File: src/rtl/xlate_pkg.sv
package xlate_pkg;
  typedef enum logic [1:0] {
    ST_IDLE  = 2'd0,
    ST_LOOK  = 2'd1,
    ST_FETCH = 2'd2,
    ST_RESP  = 2'd3
  } xl_state_t;
endpackage

File: src/rtl/tlb_cam.sv
module tlb_cam #(
  parameter int ENTRIES = 8,
  parameter int VPN_W   = 20,
  parameter int PFN_W   = 20,
  localparam int IDX_W  = (ENTRIES > 1) ? $clog2(ENTRIES) : 1
) (
  input  logic               clk,
  input  logic               rst_n,
  input  logic               clear,
  input  logic [VPN_W-1:0]   look_vpn,
  input  logic               wr_en,
  input  logic [IDX_W-1:0]   wr_idx,
  input  logic [VPN_W-1:0]   wr_vpn,
  input  logic [PFN_W-1:0]   wr_pfn,
  output logic               hit,
  output logic [IDX_W-1:0]   hit_idx,
  output logic [PFN_W-1:0]   hit_pfn,
  output logic [ENTRIES-1:0] valid_vec,
  output logic               free_any,
  output logic [IDX_W-1:0]   free_idx
);
  logic [VPN_W-1:0]   tag_q [ENTRIES];
  logic [PFN_W-1:0]   pfn_q [ENTRIES];
  logic [ENTRIES-1:0] vld_q;
  logic [ENTRIES-1:0] match;

  for (genvar g = 0; g < ENTRIES; g++) begin : g_slot
    assign match[g] = vld_q[g] && (tag_q[g] == look_vpn);

    always_ff @(posedge clk) begin
      if (!rst_n) begin
        vld_q[g] <= 1'b0;
        tag_q[g] <= '0;
        pfn_q[g] <= '0;
      end else if (clear) begin
        vld_q[g] <= 1'b0;
      end else if (wr_en && (wr_idx == IDX_W'(g))) begin
        vld_q[g] <= 1'b1;
        tag_q[g] <= wr_vpn;
        pfn_q[g] <= wr_pfn;
      end
    end
  end

  always_comb begin
    hit     = |match;
    hit_idx = '0;
    hit_pfn = '0;
    for (int i = ENTRIES - 1; i >= 0; i--) begin
      if (match[i]) begin
        hit_idx = IDX_W'(i);
        hit_pfn = pfn_q[i];
      end
    end
  end

  always_comb begin
    free_any = ~&vld_q;
    free_idx = '0;
    for (int i = ENTRIES - 1; i >= 0; i--) begin
      if (!vld_q[i]) free_idx = IDX_W'(i);
    end
  end

  assign valid_vec = vld_q;
endmodule

File: src/rtl/lru_ages.sv
module lru_ages #(
  parameter int ENTRIES = 8,
  localparam int IDX_W  = (ENTRIES > 1) ? $clog2(ENTRIES) : 1
) (
  input  logic               clk,
  input  logic               rst_n,
  input  logic               touch,
  input  logic [IDX_W-1:0]   touch_idx,
  output logic [IDX_W-1:0]   oldest_idx,
  output logic [ENTRIES-1:0] oldest_oh
);
  // Ages always form a permutation of 0..ENTRIES-1; 0 is newest.
  logic [IDX_W-1:0] age_q [ENTRIES];
  logic [IDX_W-1:0] touched_age;

  assign touched_age = age_q[touch_idx];

  for (genvar g = 0; g < ENTRIES; g++) begin : g_age
    always_ff @(posedge clk) begin
      if (!rst_n) begin
        age_q[g] <= IDX_W'(g);
      end else if (touch) begin
        if (touch_idx == IDX_W'(g)) age_q[g] <= '0;
        else if (age_q[g] < touched_age) age_q[g] <= age_q[g] + 1'b1;
      end
    end
    assign oldest_oh[g] = (age_q[g] == IDX_W'(ENTRIES - 1));
  end

  always_comb begin
    oldest_idx = '0;
    for (int i = 0; i < ENTRIES; i++) begin
      if (oldest_oh[i]) oldest_idx = IDX_W'(i);
    end
  end
endmodule

File: src/rtl/addr_xlate_tlb.sv
module addr_xlate_tlb
  import xlate_pkg::*;
#(
  parameter int ADDR_W    = 32,
  parameter int PAGE_BITS = 12,
  parameter int ENTRIES   = 8
) (
  input  logic              clk,
  input  logic              rst_n,
  input  logic              req_valid,
  output logic              req_ready,
  input  logic [ADDR_W-1:0] req_laddr,
  output logic              rsp_valid,
  input  logic              rsp_ready,
  output logic [ADDR_W-1:0] rsp_paddr,
  output logic              rsp_fault,
  output logic              rsp_hit,
  output logic              mem_rd_req,
  output logic [ADDR_W-1:0] mem_rd_addr,
  input  logic              mem_rd_ack,
  input  logic [ADDR_W-1:0] mem_rd_data,
  input  logic              cfg_base_we,
  input  logic [ADDR_W-1:0] cfg_base_data,
  input  logic              cfg_len_we,
  input  logic [ADDR_W-1:0] cfg_len_data,
  input  logic              flush
);
  localparam int VPN_W = ADDR_W - PAGE_BITS;
  localparam int PFN_W = ADDR_W - PAGE_BITS;
  localparam int IDX_W = (ENTRIES > 1) ? $clog2(ENTRIES) : 1;

  // Arithmetic kept in functions so each rule is written once.
  function automatic logic [VPN_W-1:0] page_of(input logic [ADDR_W-1:0] a);
    return a[ADDR_W-1:PAGE_BITS];
  endfunction

  function automatic logic [PAGE_BITS-1:0] offset_of(input logic [ADDR_W-1:0] a);
    return a[PAGE_BITS-1:0];
  endfunction

  function automatic logic [ADDR_W-1:0] entry_addr(input logic [ADDR_W-1:0] b,
                                                   input logic [VPN_W-1:0] p);
    return b + ({{PAGE_BITS{1'b0}}, p} << 2);
  endfunction

  function automatic logic [ADDR_W-1:0] join_addr(input logic [PFN_W-1:0] f,
                                                  input logic [PAGE_BITS-1:0] o);
    return {f, o};
  endfunction

  function automatic logic [PFN_W-1:0] frame_of(input logic [ADDR_W-1:0] w);
    return w[ADDR_W-1:PAGE_BITS];
  endfunction

  function automatic logic beyond_len(input logic [VPN_W-1:0] p,
                                      input logic [ADDR_W-1:0] n);
    return {{PAGE_BITS{1'b0}}, p} >= n;
  endfunction

  xl_state_t state_q, state_d;

  logic [VPN_W-1:0]     lat_vpn;
  logic [PAGE_BITS-1:0] lat_off;
  logic [ADDR_W-1:0]    base_q, len_q;
  logic [ADDR_W-1:0]    paddr_q;
  logic                 fault_q, hit_q;

  // Named internal events for the checker.
  logic ev_accept, ev_hit, ev_miss, ev_range_fault, ev_fill, ev_bad_pte;
  logic pte_ok;

  logic               cam_hit;
  logic [IDX_W-1:0]   cam_hit_idx;
  logic [PFN_W-1:0]   cam_hit_pfn;
  logic [ENTRIES-1:0] cam_valid;
  logic               cam_free_any;
  logic [IDX_W-1:0]   cam_free_idx;
  logic               cam_clear;
  logic [IDX_W-1:0]   fill_idx;

  logic               lru_touch;
  logic [IDX_W-1:0]   lru_idx;
  logic [IDX_W-1:0]   lru_oldest;
  logic [ENTRIES-1:0] victim_oh;

  assign req_ready = (state_q == ST_IDLE);
  assign ev_accept = req_valid && req_ready;

  assign ev_range_fault = (state_q == ST_LOOK) && beyond_len(lat_vpn, len_q);
  assign ev_hit         = (state_q == ST_LOOK) && !beyond_len(lat_vpn, len_q) && cam_hit;
  assign ev_miss        = (state_q == ST_LOOK) && !beyond_len(lat_vpn, len_q) && !cam_hit;
  assign pte_ok         = mem_rd_data[0];
  assign ev_fill        = (state_q == ST_FETCH) && mem_rd_ack && pte_ok;
  assign ev_bad_pte     = (state_q == ST_FETCH) && mem_rd_ack && !pte_ok;

  assign cam_clear = flush || cfg_base_we;
  assign fill_idx  = cam_free_any ? cam_free_idx : lru_oldest;
  assign lru_touch = ev_hit || ev_fill;
  assign lru_idx   = ev_hit ? cam_hit_idx : fill_idx;

  tlb_cam #(
    .ENTRIES(ENTRIES),
    .VPN_W  (VPN_W),
    .PFN_W  (PFN_W)
  ) u_cam (
    .clk      (clk),
    .rst_n    (rst_n),
    .clear    (cam_clear),
    .look_vpn (lat_vpn),
    .wr_en    (ev_fill),
    .wr_idx   (fill_idx),
    .wr_vpn   (lat_vpn),
    .wr_pfn   (frame_of(mem_rd_data)),
    .hit      (cam_hit),
    .hit_idx  (cam_hit_idx),
    .hit_pfn  (cam_hit_pfn),
    .valid_vec(cam_valid),
    .free_any (cam_free_any),
    .free_idx (cam_free_idx)
  );

  lru_ages #(
    .ENTRIES(ENTRIES)
  ) u_lru (
    .clk       (clk),
    .rst_n     (rst_n),
    .touch     (lru_touch),
    .touch_idx (lru_idx),
    .oldest_idx(lru_oldest),
    .oldest_oh (victim_oh)
  );

  always_comb begin
    state_d = state_q;
    unique case (state_q)
      ST_IDLE:  if (ev_accept) state_d = ST_LOOK;
      ST_LOOK:  state_d = ev_miss ? ST_FETCH : ST_RESP;
      ST_FETCH: if (mem_rd_ack) state_d = ST_RESP;
      ST_RESP:  if (rsp_ready) state_d = ST_IDLE;
      default:  state_d = ST_IDLE;
    endcase
  end

  always_ff @(posedge clk) begin
    if (!rst_n) begin
      state_q <= ST_IDLE;
      lat_vpn <= '0;
      lat_off <= '0;
      paddr_q <= '0;
      fault_q <= 1'b0;
      hit_q   <= 1'b0;
    end else begin
      state_q <= state_d;
      if (ev_accept) begin
        lat_vpn <= page_of(req_laddr);
        lat_off <= offset_of(req_laddr);
      end
      if (ev_range_fault) begin
        paddr_q <= '0;
        fault_q <= 1'b1;
        hit_q   <= 1'b0;
      end else if (ev_hit) begin
        paddr_q <= join_addr(cam_hit_pfn, lat_off);
        fault_q <= 1'b0;
        hit_q   <= 1'b1;
      end else if (ev_fill) begin
        paddr_q <= join_addr(frame_of(mem_rd_data), lat_off);
        fault_q <= 1'b0;
        hit_q   <= 1'b0;
      end else if (ev_bad_pte) begin
        paddr_q <= '0;
        fault_q <= 1'b1;
        hit_q   <= 1'b0;
      end
    end
  end

  always_ff @(posedge clk) begin
    if (!rst_n) begin
      base_q <= '0;
      len_q  <= '0;
    end else begin
      if (cfg_base_we) base_q <= cfg_base_data;
      if (cfg_len_we)  len_q  <= cfg_len_data;
    end
  end

  assign rsp_valid   = (state_q == ST_RESP);
  assign rsp_paddr   = paddr_q;
  assign rsp_fault   = fault_q;
  assign rsp_hit     = hit_q;
  assign mem_rd_req  = (state_q == ST_FETCH);
  assign mem_rd_addr = entry_addr(base_q, lat_vpn);
endmodule

File: config.mk
export PLATFORM = sky130hd
export DESIGN_NAME = addr_xlate_tlb
export DESIGN_NICKNAME = d
export VERILOG_FILES = /design/src/rtl/xlate_pkg.sv /design/src/rtl/tlb_cam.sv /design/src/rtl/lru_ages.sv /design/src/rtl/addr_xlate_tlb.sv
export SDC_FILE = /design/constraint.sdc
export NUM_CORES = 1
export LEC_CHECK = 0
export ABC_CLOCK_PERIOD_IN_PS = 5290
export BUFFER_PORTS_ARGS = -buffer_cell sky130_fd_sc_hd__buf_2
export CAP_MARGIN = 5
export CORE_MARGIN = 3
export CORE_UTILIZATION = 45
export DETAILED_ROUTE_END_ITERATION = 16
export PLACE_DENSITY = 0.65
export SLEW_MARGIN = 20
export SYNTH_ARGS = -nofsm -noshare
export SYNTH_HDL_FRONTEND = slang
export SYNTH_SLANG_ARGS = --single-unit
export TNS_END_PERCENT = 5
File: constraint.sdc
create_clock -name clk -period 5.29 [get_ports clk]
set_input_delay 0.529 -clock clk [delete_from_list [all_inputs] [get_ports clk]]
set_output_delay 0.529 -clock clk [all_outputs]
set_load 0.01 [all_outputs]
==> run summary <==
Ys Warns: 0
# port buffers: 193
Hold Slack: 178 ps
Clock transition at path regs: 60 ps
Top FF cell, synth: edfxtp_1
Synth Register Bits: 484
Post-DRT Antenna Nets: 0
Crit end category: output pin
Gr usage total: 0.217
P_leak: 10.9 nW
Initial antenna violation count: 6
Crit share post-route: 0.935
Deepest clock path buffer count: 3
Max Freq: 0.202 GHz
Int Power: 0.00699 W
Reg2Reg Setup Slack: 370 ps
Initial Utilization: 0.458
Final WL: 61.9 mm
Buffers & Inverters on Critical Path: 3
CTS tree: yes
Die Wd: 238 um
Yosys cell types: 71
CP Max Fanout: 10
Post-CTS Hold Buffers: 0
Residual DRC: 0
CP arrival: 4420 ps
Vias/cell: 5.41
Mapped Cells: 2180
Sequential area share after synthesis: 0.542
Pwr Density: 345 nW/um^2
RSZ-0062 raised after global routing: false
DP HPWL: 41.0 mm
WHS Path Cells: 3
Critical path's largest stage delay: 430 ps
Outcome: finished clean
Crit path max-delay family: compound AO/OA/AOI/OAI gates
Count of final setup violators: 0
Clk_lat worst skew: 610 ps
Post-synth net total: 2384
Fraction of registers with async set/reset: 0
Reg-to-Reg Start: lat_vpn[0]
Post-synth EDFFs: 344
Post-Syn Area per Cell: 11.1 um^2
Worst flop-to-flop path endpoint: u_lru.age_q[5][2]
RD Place Congestion: 0.843
Number of CTS-inserted buffers: 53
First-pass GRT wire length: 96.2 mm
CP Class: flop to output pin
Slowest cell on crit path: a2111o_1
CTS sink count: 484
Worst path required time: 4760 ps
Crit path launch type: flop
Critical path origin: lat_vpn[0]
Max Cap Viol: 0
# H-tree levels: 2
Layout cell share with drive strength beyond 1: 0.161
Nets@finish: 2546
CP Cell Sequence: buf_4 -> ha_1 -> inv_1 -> fa_1 -> nor2b_1 -> o21ai_0 -> a21boi_1 -> o21ai_0 -> a21o_1 -> a21oi_2 -> o31ai_2 -> a2111o_1 -> a31oi_2 -> a21o_1 -> a21oi_2 -> nor2_1 -> xor2_1 -> buf_2
Root Driver: clkbuf_16
Switching Share: 0.272
Worst VDD drop: 0.278 mV
Setup TNS Final: 0 ps
Cell Area, Synth: 24200 um^2
R2R cell count: 18
Vias in the first global route: 16900
Core area: 53000 um^2
Beginning of the worst hold path: req_laddr[16]
Setup Skew: 28.5 ps
TritonRoute pass-1 iters: 5
Global route total overflow: 0
Layout fillers: 4693
P_sw: 0.00261 W
Io pins: 205
Die area: 56700 um^2
Die height: 238 um
Most frequent cells in the layout: 344 x edfxtp_1, 333 x and2_1, 192 x buf_2
Hold worst-path end: lat_vpn[4]
Seq pwr share: 0.458
DRT iter0 DRCs: 1088
Worst-margin pin slew: 1040 ps
Hold WC Path Type: primary input to flop
Area of the multi-input gates: 10400 um^2
Largest net degree at the start of global routing: 93
Final Hold Violating Endpoints: 0
Slew margin rel.: 0.308
DR vias: 16600
Detailed-route wire length per cell: 20.1 um
Row count: 84
Most common cell after layout, fill and taps aside: edfxtp_1
Logic gate share of total power: 0.157
Max-slew violation count: 0
Synth-to-Final Area Change: 14.9%
Power share of the clock group: 0.385
Min cycle time layout: 4950 ps
Register area: 13100 um^2
[per-layer routing]
metal / part of all wire / track usage / routed length (um) / vias up
li1: - / - / - / 7995
met1: 0.43 / 0.284 / 26900 / 8093
met2: 0.49 / 0.376 / 30400 / 459
met3: 0.050 / 0.0307 / 3100 / 92
met4: 0.024 / 0.0645 / 1500 / 0
met5: 0 / 0 / 0 / -
[synthesized netlist by cell type, types with 3 or more instances]
| cell type | count | area share |
|---|---|---|
| edfxtp_1 | 344 | 0.43 |
| and2_1 | 333 | 0.086 |
| dfxtp_1 | 140 | 0.12 |
| nand2_1 | 118 | 0.018 |
| xnor2_1 | 110 | 0.040 |
| nor2_1 | 100 | 0.015 |
| mux2i_1 | 99 | 0.041 |
| clkbuf_1 | 98 | 0.015 |
| nor2b_1 | 93 | 0.024 |
| xor2_1 | 74 | 0.027 |
| ha_1 | 67 | 0.035 |
| a21oi_1 | 64 | 0.013 |
| o21ai_0 | 54 | 0.011 |
| inv_1 | 53 | 0.0082 |
| nor3_1 | 40 | 0.0083 |
| a21boi_0 | 36 | 0.011 |
| a22oi_1 | 32 | 0.0099 |
| nand4_1 | 29 | 0.0075 |
| a211oi_1 | 28 | 0.0087 |
| nand3_1 | 28 | 0.0058 |
| o31ai_1 | 25 | 0.0077 |
| nor4_1 | 23 | 0.0059 |
| buf_2 | 22 | 0.0045 |
| buf_4 | 22 | 0.0068 |
| a21o_1 | 20 | 0.0062 |
| a221oi_1 | 20 | 0.0072 |
| nand2b_1 | 10 | 0.0026 |
| o21a_1 | 9 | 0.0028 |
| and3_1 | 8 | 0.0021 |
| buf_1 | 8 | 0.0012 |
| a31oi_1 | 6 | 0.0015 |
| o211ai_1 | 6 | 0.0019 |
| or2_2 | 5 | 0.0013 |
| o22ai_1 | 4 | 0.0010 |
| nor3b_1 | 3 | 0.00093 |
| o41ai_2 | 3 | 0.0020 |
[state kept, by name, summed over array words and instances, names as in the netlist]
register	flops
u_lru.age_q	24
u_cam.tag_q	160
rsp_hit	1
u_cam.pfn_q	160
state_q	2
rsp_paddr	32
len_q	32
lat_vpn	20
base_q	32
lat_off	12
u_cam.valid_vec	8
rsp_fault	1
[worst max path at each step]
stage	to	slack (ps)	depth (start not counted)
detailed placement	u_lru.age_q[5][2]	270	18
finish	mem_rd_addr[26]	340	18
CTS	mem_rd_addr[30]	60	18
global placement	u_lru.age_q[3][2]	620	18
floorplan	u_cam.pfn_q[0][60]	220	10
global route	mem_rd_addr[30]	40	18
[cells by family (layout without fill, tap and decap cells)]
kind of cell | Yosys count | count (layout) | synth area share
AND/OR/NAND/NOR | 802 | 802 | 0.183
flip-flops | 484 | 484 | 0.542
AO/OA/AOI/OAI | 333 | 333 | 0.0939
buffers and inverters | 206 | 412 | 0.0368
XOR/XNOR | 184 | 184 | 0.0665
multiplexers | 103 | 103 | 0.0431
adder cells (fa/ha/maj) | 68 | 68 | 0.0354
other | 0 | 3 | 0
[metrics by stage]
stage                     setup slack, ps  cell area (um^2)  total power, W  std cells  utilization
after floorplan                       224             24200         0.00544       2180            -
after global placement                617             26100         0.00593       2975        0.492
after detailed placement              274             26100         0.00598       2975        0.492
after CTS                            60.9             27800         0.00968       3074        0.525
after global routing                 40.9             27800          0.0100       3077        0.526
final                                 345             27800         0.00960       3077        0.526
[power groups by stage]
stage          clock, W  combinational [W]  sequential, W
6_report        0.00370            0.00151        0.00440
5_1_grt         0.00394            0.00166        0.00442
4_1_cts         0.00377            0.00151        0.00440
3_5_place_dp          0            0.00150        0.00447
3_3_place_gp          0            0.00146        0.00447
2_1_floorplan         0           0.000997        0.00444
[repair_timing]
item,4_1_cts,5_1_grt
endpoints found under the setup margin,3,14
gates resized for setup,2,6
setup buffers,0,0
pin swaps,0,0
[worst min-delay path: cells and delay by family]
kind	cells	cell delay, ps
simple gates	1	40
buf+inv	1	90
compound gates	1	60
[area by class of cell]
class	count	share of cell area
flip-flops and latches	484	0.472
multi-input cells	1490	0.374
diodes	3	0.000270
clock inverters	31	0.0115
clock buffers	68	0.0511
inverters	55	0.00746
repair buffers	258	0.0528
well taps	688	0.0309
No activity file was read; power rests on OpenSTA's default activity.
